===== src/rtl/mac_pkg.sv =====
package mac_pkg;
   // Booth term choice for one radix-4 digit
   typedef enum logic [2:0] {
      TERM_ZERO = 3'd0,
      TERM_POS1 = 3'd1,
      TERM_POS2 = 3'd2,
      TERM_NEG1 = 3'd3,
      TERM_NEG2 = 3'd4
   } term_sel_e;
endpackage


===== src/rtl/booth_digit_dec.sv =====
module booth_digit_dec
   import mac_pkg::*;
(
   input  logic [2:0] triplet,   // {bit1, bit0, previous high bit}
   output term_sel_e  sel
);
   always_comb begin
      unique case (triplet)
         3'b000, 3'b111: sel = TERM_ZERO;
         3'b001, 3'b010: sel = TERM_POS1;
         3'b011:         sel = TERM_POS2;
         3'b100:         sel = TERM_NEG2;
         default:        sel = TERM_NEG1;  // 101, 110
      endcase
   end
endmodule


===== src/rtl/booth_term_gen.sv =====
module booth_term_gen
   import mac_pkg::*;
#(
   parameter int WIDTH = 32
) (
   input  logic [WIDTH-1:0] mcand,
   input  term_sel_e        sel,
   output logic [WIDTH-1:0] term
);
   logic [WIDTH-1:0] dbl;
   assign dbl = {mcand[WIDTH-2:0], 1'b0};

   always_comb begin
      unique case (sel)
         TERM_POS1: term = mcand;
         TERM_POS2: term = dbl;
         TERM_NEG1: term = ~mcand + 1'b1;
         TERM_NEG2: term = ~dbl + 1'b1;
         default:   term = '0;
      endcase
   end
endmodule


===== src/rtl/mac_iter_ctrl.sv =====
module mac_iter_ctrl #(
   parameter int WIDTH      = 32,
   parameter bit EARLY_EXIT = 1'b1
) (
   input  logic clk,
   input  logic rst_n,
   input  logic launch,      // accepted start
   input  logic rest_zero,   // unshifted multiplier bits beyond this pair are zero
   input  logic carry_next,  // Booth carry into the next pair
   output logic busy,
   output logic done,
   output logic last
);
   localparam int STEPS = WIDTH / 2;
   localparam int CW    = $clog2(STEPS) + 1;

   logic [CW-1:0] step_q;
   logic          busy_q;
   logic          done_q;
   logic          cap_hit;
   logic          drained;

   assign cap_hit = (step_q == CW'(STEPS - 1));

   generate
      if (EARLY_EXIT) begin : g_early
         assign drained = rest_zero & ~carry_next;
      end else begin : g_fixed
         assign drained = 1'b0;
      end
   endgenerate

   assign last = busy_q & (cap_hit | drained);

   always_ff @(posedge clk or negedge rst_n) begin
      if (!rst_n) begin
         busy_q <= 1'b0;
         done_q <= 1'b0;
         step_q <= '0;
      end else begin
         done_q <= last;
         if (launch) begin
            busy_q <= 1'b1;
            step_q <= '0;
         end else if (busy_q) begin
            if (last) begin
               busy_q <= 1'b0;
            end else begin
               step_q <= step_q + 1'b1;
            end
         end
      end
   end

   assign busy = busy_q;
   assign done = done_q;
endmodule


===== src/rtl/radix4_mac.sv =====
module radix4_mac
   import mac_pkg::*;
#(
   parameter int WIDTH      = 32,
   parameter bit EARLY_EXIT = 1'b1
) (
   input  logic             clk,
   input  logic             rst_n,
   input  logic             start,
   input  logic [WIDTH-1:0] op_a,
   input  logic [WIDTH-1:0] op_b,
   input  logic [WIDTH-1:0] acc_in,
   input  logic             acc_en,
   output logic             busy,
   output logic             done,
   output logic [WIDTH-1:0] result
);
   generate
      if (WIDTH < 4 || (WIDTH % 2) != 0) begin : g_bad_width
         $error("radix4_mac: WIDTH must be even and at least 4");
      end
   endgenerate

   logic [WIDTH-1:0] mcand_q;
   logic [WIDTH-1:0] mplier_q;
   logic             prev_q;
   logic [WIDTH-1:0] sum_q;
   logic [WIDTH-1:0] term;
   term_sel_e        sel;
   logic             launch;
   logic             last;
   logic             busy_i;
   logic             rest_zero;

   assign launch    = start & ~busy_i;
   assign rest_zero = (mplier_q[WIDTH-1:2] == '0);

   booth_digit_dec u_dec (
      .triplet ({mplier_q[1:0], prev_q}),
      .sel     (sel)
   );

   booth_term_gen #(.WIDTH(WIDTH)) u_term (
      .mcand (mcand_q),
      .sel   (sel),
      .term  (term)
   );

   mac_iter_ctrl #(.WIDTH(WIDTH), .EARLY_EXIT(EARLY_EXIT)) u_ctrl (
      .clk        (clk),
      .rst_n      (rst_n),
      .launch     (launch),
      .rest_zero  (rest_zero),
      .carry_next (mplier_q[1]),
      .busy       (busy_i),
      .done       (done),
      .last       (last)
   );

   always_ff @(posedge clk or negedge rst_n) begin
      if (!rst_n) begin
         mcand_q  <= '0;
         mplier_q <= '0;
         prev_q   <= 1'b0;
         sum_q    <= '0;
      end else if (launch) begin
         mcand_q  <= op_a;
         mplier_q <= op_b;
         prev_q   <= 1'b0;
         sum_q    <= acc_en ? acc_in : '0;
      end else if (busy_i) begin
         sum_q    <= sum_q + term;
         mcand_q  <= {mcand_q[WIDTH-3:0], 2'b00};
         mplier_q <= {2'b00, mplier_q[WIDTH-1:2]};
         prev_q   <= mplier_q[1];
      end
   end

   assign busy   = busy_i;
   assign result = sum_q;
endmodule


===== config.mk =====
export PLATFORM = sky130hd
export DESIGN_NAME = radix4_mac
export DESIGN_NICKNAME = d
export VERILOG_FILES = /design/src/rtl/mac_pkg.sv /design/src/rtl/booth_digit_dec.sv /design/src/rtl/booth_term_gen.sv /design/src/rtl/mac_iter_ctrl.sv /design/src/rtl/radix4_mac.sv
export SDC_FILE = /design/constraint.sdc
export NUM_CORES = 1
export LEC_CHECK = 0
export BUFFER_PORTS_ARGS = -buffer_cell sky130_fd_sc_hd__clkbuf_2
export CORE_UTILIZATION = 60
export DETAILED_ROUTE_END_ITERATION = 16
export PLACE_DENSITY = 0.84
export SYNTH_ARGS = -nofsm -noshare
export SYNTH_HDL_FRONTEND = slang
export SYNTH_SLANG_ARGS = --single-unit

===== constraint.sdc =====
create_clock -name clk -period 13.4 [get_ports clk]
set_clock_uncertainty 0.15 [all_clocks]
set_input_delay 1.34 -clock clk [delete_from_list [all_inputs] [get_ports clk]]
set_output_delay 1.34 -clock clk [all_outputs]
set_load 0.1 [all_outputs]

==> flow_metrics.tcl <==
set metrics [dict create \
    nFillCells 1119 \
    regArea_sq_um 2610 \
    dp_hpwl_um 15400 \
    clkTransAtPathRegs_ps 80 \
    ant_nets 0 \
    slew_headroom_pct 34.2 \
    ys.flop_type "dfrtp_1" \
    ys_seq_area_share_pct 31.8 \
    wl_per_cell_um 17.2 \
    cts_tree "yes" \
    drc 0 \
    drt_iter0_drc 756 \
    rows 42 \
    dieArea_sq_um 14100 \
    min_path_type "flop to flop" \
    drive_gt1_share_pct 16.3 \
    ios 134 \
    fin_tns_setup_ps 0 \
    fin_crit_ps 4790 \
    crit_fanout 39 \
    synth_top_cell_area_share_pct 31.8 \
    drv_slew 0 \
    cts_sinks 104 \
    finalHoldViolCount 0 \
    start_util_pct 61.5 \
    post-cts-setup-buffer-count 0 \
    outcome "finished clean" \
    grtUsageTotal_pct 31.2 \
    postCtsResizedCells 0 \
    synth_commonest_cells "o21ai_0 (132), nand2_1 (125), dfrtp_1 (104)" \
    fin_crit_sh_pct 35.7 \
    insertedDiodeCount 0 \
    cap_violations 0 \
    cts_hold_buf 0 \
    worst_pin_slew_ps 982 \
    r2r_start "prev_q$_DFFE_PN0P_" \
    fp.coreArea_sq_um 13300 \
    synth.ff_latch_count 104 \
    criticalPathCategory "flop to flop" \
    max_stage_delay_ps 620 \
    via_count 7765 \
    syn_to_final_growth_pct 11.2 \
    synth_cell_types 67 \
    yosysTopAreaCell "dfrtp_1" \
    cts_buffers 9 \
    setup.worst_path.end_class "flop" \
    syn_nets 1134 \
    yosysWarnings 0 \
    clockBufferDepth 2 \
    reg2reg_depth 14 \
    startpoint "prev_q$_DFFE_PN0P_" \
    place_area_sq_um 8810 \
    rrSetupSlack_ps 8610 \
    slowest_stage "dfrtp_1" \
    htreeDepth 3 \
    gp_congestion 0.925 \
    globalRouteOverflowTotal 0 \
    design_area_sq_um 9100 \
    drt_wl_total_um 21600 \
    critPathArrivalTime_ps 4900 \
    syn-cell-area_sq_um 8180 \
    endpoint "result[30]$_DFFE_PN0P_" \
    cts_root_buf "clkbuf_16" \
    cp_cell_sequence "or2_2 > or2_2 > nor3_1 > o21ai_0 > o211ai_1 > ha_1 > a21o_1 > a21o_1 > a211o_1 > a22oi_1 > a41oi_1 > a31o_2 > or4_1 > and3_1" \
    multi_input_area_sq_um 5200 \
    clk_latency_ps 370 \
    regToRegEndpoint "result[30]$_DFFE_PN0P_" \
    critPathLaunchType "flop" \
    synth.most_common_cell "o21ai_0" \
    dieWidth_um 119 \
    utilization_pct 68.4 \
    io_buffer_count 133 \
    die-height_um 119 \
    drtPass1Iterations 5 \
    synth_area_leaders "dfrtp_1 (32%), mux2i_1 (8.2%), o21ai_0 (8.1%), nand2_1 (5.7%), ha_1 (5.2%)" \
    rsz0062_at_grt "false" \
    critPathRequiredTime_ps 13510 \
    avgSynthCellArea_sq_um 8.19 \
    synth_edf_count 0 \
    async_flop_share_pct 100 \
    grt_max_degree 100 \
    grt_pass1_wl_um 35000 \
    first_global_vias 7168 \
    setup_viol 0 \
    fmax_ghz 0.209 \
    viasPerCell 6.21 \
    final_nets 1205 \
    syn_inst 999 \
    antenna_found_initial 0 \
]
==> metrics by stage <==
| stage | std cells | worst slack (ps) | hold WS, ps |
|---|---|---|---|
| 6_report | 1251 | 8610 | 363 |
| 5_1_grt | 1251 | 8170 | 396 |
| 4_1_cts | 1251 | 8700 | 370 |
| 3_5_place_dp | 1235 | 8700 | 353 |
| 3_3_place_gp | 1235 | 8780 | 338 |
| 2_1_floorplan | 999 | 8990 | 319 |
==> critical path: cells and delay by family (launching register included) <==
kind / cells / cell delay, ps
AND/OR/NAND/NOR: 5 / 1830
AO/OA/AOI/OAI: 8 / 1750
flip-flops: 1 / 620
adder cells (fa/ha/maj): 1 / 320
==> flip-flops by register name, indices dropped and copies added, names as in the netlist <==
register,count
prev_q,1
u_ctrl.step_q,5
u_ctrl.done,1
u_ctrl.busy,1
result,32
mplier_q,32
mcand_q,32
==> final cells by class <==
type	count	share of cell area, %
clock buffers	10	2.52
well taps	176	2.42
inverters	22	0.908
clock inverters	6	0.633
multi-input cells	796	57.2
repair buffers	137	7.70
flip-flops and latches	104	28.6
==> worst min path at each step <==
stage	start	end	slack [ps]	cells after the start
5_1_grt	mplier_q[5]$_DFFE_PN0P_	mplier_q[3]$_DFFE_PN0P_	400	2
4_1_cts	mplier_q[21]$_DFFE_PN0P_	mplier_q[19]$_DFFE_PN0P_	370	2
3_5_place_dp	mplier_q[21]$_DFFE_PN0P_	mplier_q[19]$_DFFE_PN0P_	350	2
6_report	mplier_q[14]$_DFFE_PN0P_	mplier_q[12]$_DFFE_PN0P_	360	2
3_3_place_gp	u_ctrl.step_q[4]$_DFFE_PN0P_	u_ctrl.step_q[4]$_DFFE_PN0P_	340	2
2_1_floorplan	u_ctrl.step_q[4]$_DFFE_PN0P_	u_ctrl.step_q[4]$_DFFE_PN0P_	320	2
==> layout by cell type, fill, tap and decap left out, types with 7 or more instances in the layout <==
cell	n
a211oi_1	7
a21o_1	15
a21oi_1	57
a22oi_1	16
a311oi_1	25
and3_1	7
clkbuf_16	9
clkbuf_2	131
dfrtp_1	103
ha_1	34
inv_1	22
mux2i_1	67
nand2_1	125
nand2b_1	12
nand3_1	15
nor2_1	55
nor2b_1	31
nor3_1	23
nor4_1	11
o21ai_0	132
o221ai_1	7
o22ai_1	7
or3_1	16
xnor2_1	20
xor2_1	30
==> logic make-up (layout without fill, tap and decap cells) <==
logic type | Yosys count | count (layout) | share of synthesized area, %
AOI/OAI and AO/OA | 313 | 313 | 24.0
muxes | 67 | 67 | 8.20
adders and majority gates | 35 | 35 | 5.45
and+or+nand+nor | 330 | 330 | 20.4
DFF | 104 | 104 | 31.8
buffers and inverters | 99 | 175 | 4.70
xor gates and xnor gates | 51 | 51 | 5.46
==> metal layers <==
layer	GRT usage (%)	vias up	share of wire (%)	routed length, um
met5	0	-	0	0
met4	16.1	0	4.2	903
met3	6.52	57	6.7	1450
met2	49.2	292	46	9990
met1	40.5	3637	43	9220
li1	-	3779	-	-
Power is not shown: default switching activity piles up to over one toggle a cycle in this logic, so the estimate is an artifact.
